File: src/rtl/ds422_pkg.sv
package ds422_pkg;

  // Half-band filter geometry: centre tap plus HB_HALF taps each side.
  localparam int HB_HALF   = 13;
  localparam int HB_TAPS   = 2 * HB_HALF + 1;
  localparam int COEF_FRAC = 12;

  // Weight for absolute tap offset k, scaled by 2^COEF_FRAC.
  function automatic int hbCoef(input int k);
    case (k)
      0:       return 2048;
      1:       return 1283;
      3:       return -383;
      5:       return 190;
      7:       return -103;
      9:       return 53;
      11:      return -25;
      13:      return 9;
      default: return 0;
    endcase
  endfunction

  // Strobes from the sequencing logic to the datapath.
  typedef struct packed {
    logic               shiftEn;  // accept a new pixel into the windows
    logic               outEn;    // load the output registers
    logic               phaseCr;  // centre pixel takes the Cr slot
    logic [HB_TAPS-1:0] marks;    // line-start flag per window tap, bit 0 newest
  } dsCtrl_t;

endpackage

File: src/rtl/ds422_ctrl.sv
module ds422_ctrl
  import ds422_pkg::*;
(
  input  logic    clk,
  input  logic    rstN,
  input  logic    inValid,
  input  logic    lineStart,
  output dsCtrl_t ctrl
);

  localparam int FILL_MAX = HB_HALF + 1;
  localparam int CNT_W    = $clog2(FILL_MAX + 1);

  logic [HB_TAPS-1:0] markQ;
  logic [CNT_W-1:0]   fillCnt;
  logic               fireQ;
  logic               phaseQ;
  logic               primed;
  logic               curPhase;
  logic               outEn;

  assign primed   = (fillCnt == CNT_W'(FILL_MAX));
  assign outEn    = fireQ && primed;
  assign curPhase = markQ[HB_HALF] ? 1'b0 : phaseQ;

  always_ff @(posedge clk or negedge rstN) begin
    if (!rstN) begin
      markQ   <= '0;
      fillCnt <= '0;
      fireQ   <= 1'b0;
      phaseQ  <= 1'b0;
    end else begin
      fireQ <= inValid;
      if (inValid) begin
        markQ <= {markQ[HB_TAPS-2:0], lineStart};
        if (!primed) fillCnt <= fillCnt + 1'b1;
      end
      if (outEn) phaseQ <= ~curPhase;
    end
  end

  always_comb begin
    ctrl.shiftEn = inValid;
    ctrl.outEn   = outEn;
    ctrl.phaseCr = curPhase;
    ctrl.marks   = markQ;
  end


  hold_on_idle_chk: assert property (@(posedge clk) disable iff (!rstN)
    !inValid |=> $stable(markQ));


  phase_alt_chk: assert property (@(posedge clk) disable iff (!rstN)
    (outEn && !markQ[HB_HALF]) |=> (phaseQ != $past(phaseQ)));


  fill_bound_chk: assert property (@(posedge clk) disable iff (!rstN)
    fillCnt <= CNT_W'(FILL_MAX));

endmodule

File: src/rtl/ds422_datapath.sv
module ds422_datapath
  import ds422_pkg::*;
#(
  parameter int DATA_W = 10
) (
  input  logic              clk,
  input  logic              rstN,
  input  dsCtrl_t           ctrl,
  input  logic              mode422,
  input  logic [DATA_W-1:0] inY,
  input  logic [DATA_W-1:0] inCb,
  input  logic [DATA_W-1:0] inCr,
  output logic              outValid,
  output logic [DATA_W-1:0] outY,
  output logic [DATA_W-1:0] outC,
  output logic [DATA_W-1:0] outV
);

  localparam int ACC_W = DATA_W + COEF_FRAC + 3;
  localparam int MAXV  = (1 << DATA_W) - 1;

  logic [DATA_W-1:0] yTap  [HB_HALF+1];
  logic [DATA_W-1:0] cbTap [HB_TAPS];
  logic [DATA_W-1:0] crTap [HB_TAPS];
  logic [DATA_W-1:0] win   [HB_TAPS];
  logic [DATA_W-1:0] edgeVal [HB_TAPS];
  logic signed [ACC_W-1:0] acc, tapSum, coefS, rnd;
  logic [DATA_W-1:0] filtOut;
  logic              modeQ;

  // Delay lines, advancing only on accepted pixels.
  always_ff @(posedge clk or negedge rstN) begin
    if (!rstN) begin
      for (int i = 0; i <= HB_HALF; i++) yTap[i] <= '0;
      for (int i = 0; i < HB_TAPS; i++) begin
        cbTap[i] <= '0;
        crTap[i] <= '0;
      end
    end else if (ctrl.shiftEn) begin
      yTap[0]  <= inY;
      cbTap[0] <= inCb;
      crTap[0] <= inCr;
      for (int i = 1; i <= HB_HALF; i++) yTap[i] <= yTap[i-1];
      for (int i = 1; i < HB_TAPS; i++) begin
        cbTap[i] <= cbTap[i-1];
        crTap[i] <= crTap[i-1];
      end
    end
  end

  // One shared filter: pick the component that owns this pixel slot.
  always_comb begin
    for (int i = 0; i < HB_TAPS; i++)
      win[i] = ctrl.phaseCr ? crTap[i] : cbTap[i];
  end

  // Edge repetition: older taps stop at the line's first pixel, newer taps
  // stop at the line's last pixel.
  always_comb begin
    logic stopOld, stopNew;
    stopOld = 1'b0;
    stopNew = 1'b0;
    edgeVal[HB_HALF] = win[HB_HALF];
    for (int j = HB_HALF + 1; j < HB_TAPS; j++) begin
      stopOld    = stopOld | ctrl.marks[j-1];
      edgeVal[j] = stopOld ? edgeVal[j-1] : win[j];
    end
    for (int j = HB_HALF - 1; j >= 0; j--) begin
      stopNew    = stopNew | ctrl.marks[j];
      edgeVal[j] = stopNew ? edgeVal[j+1] : win[j];
    end
  end

  // Symmetric multiply-accumulate over the non-zero taps.
  always_comb begin
    coefS  = ACC_W'(hbCoef(0));
    tapSum = signed'(ACC_W'(edgeVal[HB_HALF]));
    acc    = coefS * tapSum;
    for (int k = 1; k <= HB_HALF; k += 2) begin
      tapSum = signed'(ACC_W'(edgeVal[HB_HALF-k])) + signed'(ACC_W'(edgeVal[HB_HALF+k]));
      coefS  = ACC_W'(hbCoef(k));
      acc    = acc + coefS * tapSum;
    end
    rnd = (acc + ACC_W'(1 <<< (COEF_FRAC - 1))) >>> COEF_FRAC;
    if (rnd < 0)
      filtOut = '0;
    else if (rnd > ACC_W'(MAXV))
      filtOut = DATA_W'(MAXV);
    else
      filtOut = rnd[DATA_W-1:0];
  end

  always_ff @(posedge clk or negedge rstN) begin
    if (!rstN) begin
      outValid <= 1'b0;
      outY     <= '0;
      outC     <= '0;
      outV     <= '0;
      modeQ    <= 1'b0;
    end else begin
      outValid <= ctrl.outEn;
      if (ctrl.outEn) begin
        modeQ <= mode422;
        outY  <= yTap[HB_HALF];
        outC  <= mode422 ? filtOut : cbTap[HB_HALF];
        outV  <= mode422 ? '0 : crTap[HB_HALF];
      end
    end
  end


  third_bus_idle_chk: assert property (@(posedge clk) disable iff (!rstN)
    (outValid && modeQ) |-> (outV == '0));

endmodule

File: src/rtl/ds422_downsampler.sv
module ds422_downsampler
  import ds422_pkg::*;
#(
  parameter int DATA_W = 10
) (
  input  logic              clk,
  input  logic              rstN,
  input  logic              mode422,
  input  logic              inValid,
  input  logic              lineStart,
  input  logic [DATA_W-1:0] inY,
  input  logic [DATA_W-1:0] inCb,
  input  logic [DATA_W-1:0] inCr,
  output logic              outValid,
  output logic [DATA_W-1:0] outY,
  output logic [DATA_W-1:0] outC,
  output logic [DATA_W-1:0] outV
);

  dsCtrl_t ctrl;

  ds422_ctrl u_ctrl (
    .clk       (clk),
    .rstN      (rstN),
    .inValid   (inValid),
    .lineStart (lineStart),
    .ctrl      (ctrl)
  );

  ds422_datapath #(.DATA_W(DATA_W)) u_dp (
    .clk      (clk),
    .rstN     (rstN),
    .ctrl     (ctrl),
    .mode422  (mode422),
    .inY      (inY),
    .inCb     (inCb),
    .inCr     (inCr),
    .outValid (outValid),
    .outY     (outY),
    .outC     (outC),
    .outV     (outV)
  );


  out_follows_in_chk: assert property (@(posedge clk) disable iff (!rstN)
    outValid |-> $past(inValid, 2));

endmodule

File: config.mk
export PLATFORM = sky130hd
export DESIGN_NAME = ds422_downsampler
export DESIGN_NICKNAME = d
export VERILOG_FILES = /design/src/rtl/ds422_pkg.sv /design/src/rtl/ds422_ctrl.sv /design/src/rtl/ds422_datapath.sv /design/src/rtl/ds422_downsampler.sv
export SDC_FILE = /design/constraint.sdc
export NUM_CORES = 2
export LEC_CHECK = 0
export BUFFER_PORTS_ARGS = -buffer_cell sky130_fd_sc_hd__buf_2
export CORE_ASPECT_RATIO = 0.75
export CORE_MARGIN = 2
export CORE_UTILIZATION = 45
export CTS_BUF_LIST = sky130_fd_sc_hd__clkbuf_4 sky130_fd_sc_hd__clkbuf_8
export CTS_CLUSTER_DIAMETER = 200
export DETAILED_ROUTE_END_ITERATION = 6
export GPL_TIMING_DRIVEN = 0
export PLACE_DENSITY = 0.7
export SLEW_MARGIN = 20
export SYNTH_ARGS = -nofsm -noshare
export SYNTH_HDL_FRONTEND = slang
export SYNTH_HIERARCHICAL = 1
export SYNTH_SLANG_ARGS = --single-unit
File: constraint.sdc
create_clock -name clk -period 32.2 [get_ports clk]
set_input_delay 4.83 -clock clk [delete_from_list [all_inputs] [get_ports clk]]
set_output_delay 4.83 -clock clk [all_outputs]
set_load 0.01 [all_outputs]
==> flow_summary.yaml <==
timing:
  fmax_ghz: 0.0641
  relSlewSlack_pct: 20.9
  setup_tns_ns: 0
  period_share_pct: 48.5
  period_minus_slack_ns: 15.61
  final-hold-violation-count: 0
  rsz0062_at_grt: "no"
  setup_viol: 0
  worst_slew_pin_slew_ns: 1.17
  whs_ns: 0.486
  final-max-slew-violation-count: 0
  finalClockSkew_ns: 0.0365
global_route:
  grt_pass1_vias: 30100
  grt_max_degree: 101
  grtUsageTotal_pct: 21.6
  antenna_found_initial: 3
  grt_pass1_wl_microns: 178000
  grt-ovfl-total: 0
final_layout:
  area_delta_synth_final_pct: 11.0
  fin_cells: 5333
  drive_above_1_share_pct: 32.4
  layout_common_cells: "mux2_2 (762), dfrtp_1 (743), ha_1 (416)"
  layout_commonest_cell: "mux2_2"
  final_nets: 4512
  fill_cells: 8994
  fin_util_pct: 50.6
cts:
  clock-root-buffer: "clkbuf_8"
  cts_hold_buf: 0
  cts_tree: "yes"
  ctsResizeCount: 0
  path_clk_slew_ns: 0.06
  post_cts_buffers: 0
  clk_latency_ns: 0.80
  cts_buffer_depth: 3
  cts_buffers: 130
  cts_max_level: 4
  clock_sinks: 743
critical_path:
  rr_endpoint: "u_dp/outC[8]"
  cp_max_fo: 10
  crit_type: "reg -> reg"
  cp_slowest_stage_delay_ns: 0.81
  slowest_stage: "a2111oi_0"
  r2r-start: "u_ctrl/markQ[13]"
  crit_arrival_ns: 16.23
  r2r_cells: 49
  critPathLaunchType: "flip-flop"
  required_ns: 32.82
  endpoint_kind: "flip-flop"
  ff2ff_setup_slack_ns: 16.59
  cpMostUsedCell: "fa_1"
floorplan:
  pin_count: 66
  die_area_sq_mm: 0.108
  start_util_pct: 45.6
  core_sq_mm: 0.104
  rows: 102
  dieWidth_microns: 378
  dieHeight_microns: 285
route:
  totalWireLength_microns: 114000
  avgViaCountPerCell: 5.46
  vias: 29100
  drtPass1Iterations: 5
  wl_per_cell_microns: 21.3
  ant_nets: 0
  drtIter0Drc: 2023
  drc: 0
logic_synthesis:
  synth_warnings: 6
  synth_area_sq_mm: 0.0473
  synth_nets: 4307
  syn_inst: 3629
  synth.avg_cell_area_sq_um: 13.0
run_status:
  status: "complete, no violations"
placement:
  portBuffers: 65
  hpwl_microns: 91300
  place.gp.congestion: 0.920
  dp.cells: 5106
min_path:
  hold_depth: 2
  min_from: "u_ctrl/phaseQ"
  hold_path_class: "reg -> reg"
  hold_end: "u_ctrl/phaseQ"
run:
  maxCapViolCount: 0
==> state kept, by name, summed over array words and instances (netlist names), 4 cells and up <==
| name | cells |
|---|---|
| u_dp/crTap | 270 |
| u_dp/outC | 10 |
| u_dp/yTap | 140 |
| u_dp/outV | 10 |
| u_ctrl/markQ | 26 |
| u_ctrl/fillCnt | 4 |
| u_dp/cbTap | 270 |
| u_dp/outY | 10 |
==> layout make-up <==
type,count,area (sq um),share of cell area (%)
multi-input combinational,2345,26600,50.6
sequential,743,18600,35.5
clock buffer,201,2560,4.88
tap,1404,1760,3.35
inverter,405,1520,2.90
buffer,136,601,1.15
timing repair buffer,73,556,1.06
clock inverter,24,297,0.565
antenna,2,5.00,0.00954
==> critical path, delay by kind of cell (launching register included) <==
family | cells | cell delay, ns
fa+ha+maj | 13 | 5.87
compound gates | 12 | 3.60
buf+inv | 13 | 2.48
simple gates | 6 | 1.24
mux | 2 | 0.92
xor+xnor | 3 | 0.82
flops | 1 | 0.48
==> per-layer routing <==
| layer | wire (microns) | track usage (%) |
|---|---|---|
| met1 | 53900 | 31.9 |
| met2 | 48500 | 30.9 |
| met3 | 9520 | 7.25 |
| met4 | 1720 | 4.68 |
| met5 | 0 | 0 |
==> worst max path at each step <==
stage,from,to,depth (start not counted)
2_1_floorplan,u_ctrl/markQ[13],u_dp/outC[8],49
3_3_place_gp,rstN,u_dp/cbTap[5],1
3_5_place_dp,u_ctrl/markQ[13],u_dp/outC[0],49
4_1_cts,u_ctrl/markQ[13],u_dp/outC[8],49
5_1_grt,u_ctrl/markQ[13],u_dp/outC[8],49
6_report,u_ctrl/markQ[13],u_dp/outC[8],49
==> metrics by stage <==
stage | cell area [sq um] | setup WS (ns)
after floorplan | 47300 | 19.06
final | 52400 | 16.59
after detailed placement | 49600 | 16.49
after CTS | 52400 | 16.48
after global routing | 52400 | 15.42
after global placement | 49300 | 10.59
Power is not shown: default switching activity piles up to over one toggle a cycle in this logic, so the estimate is an artifact.
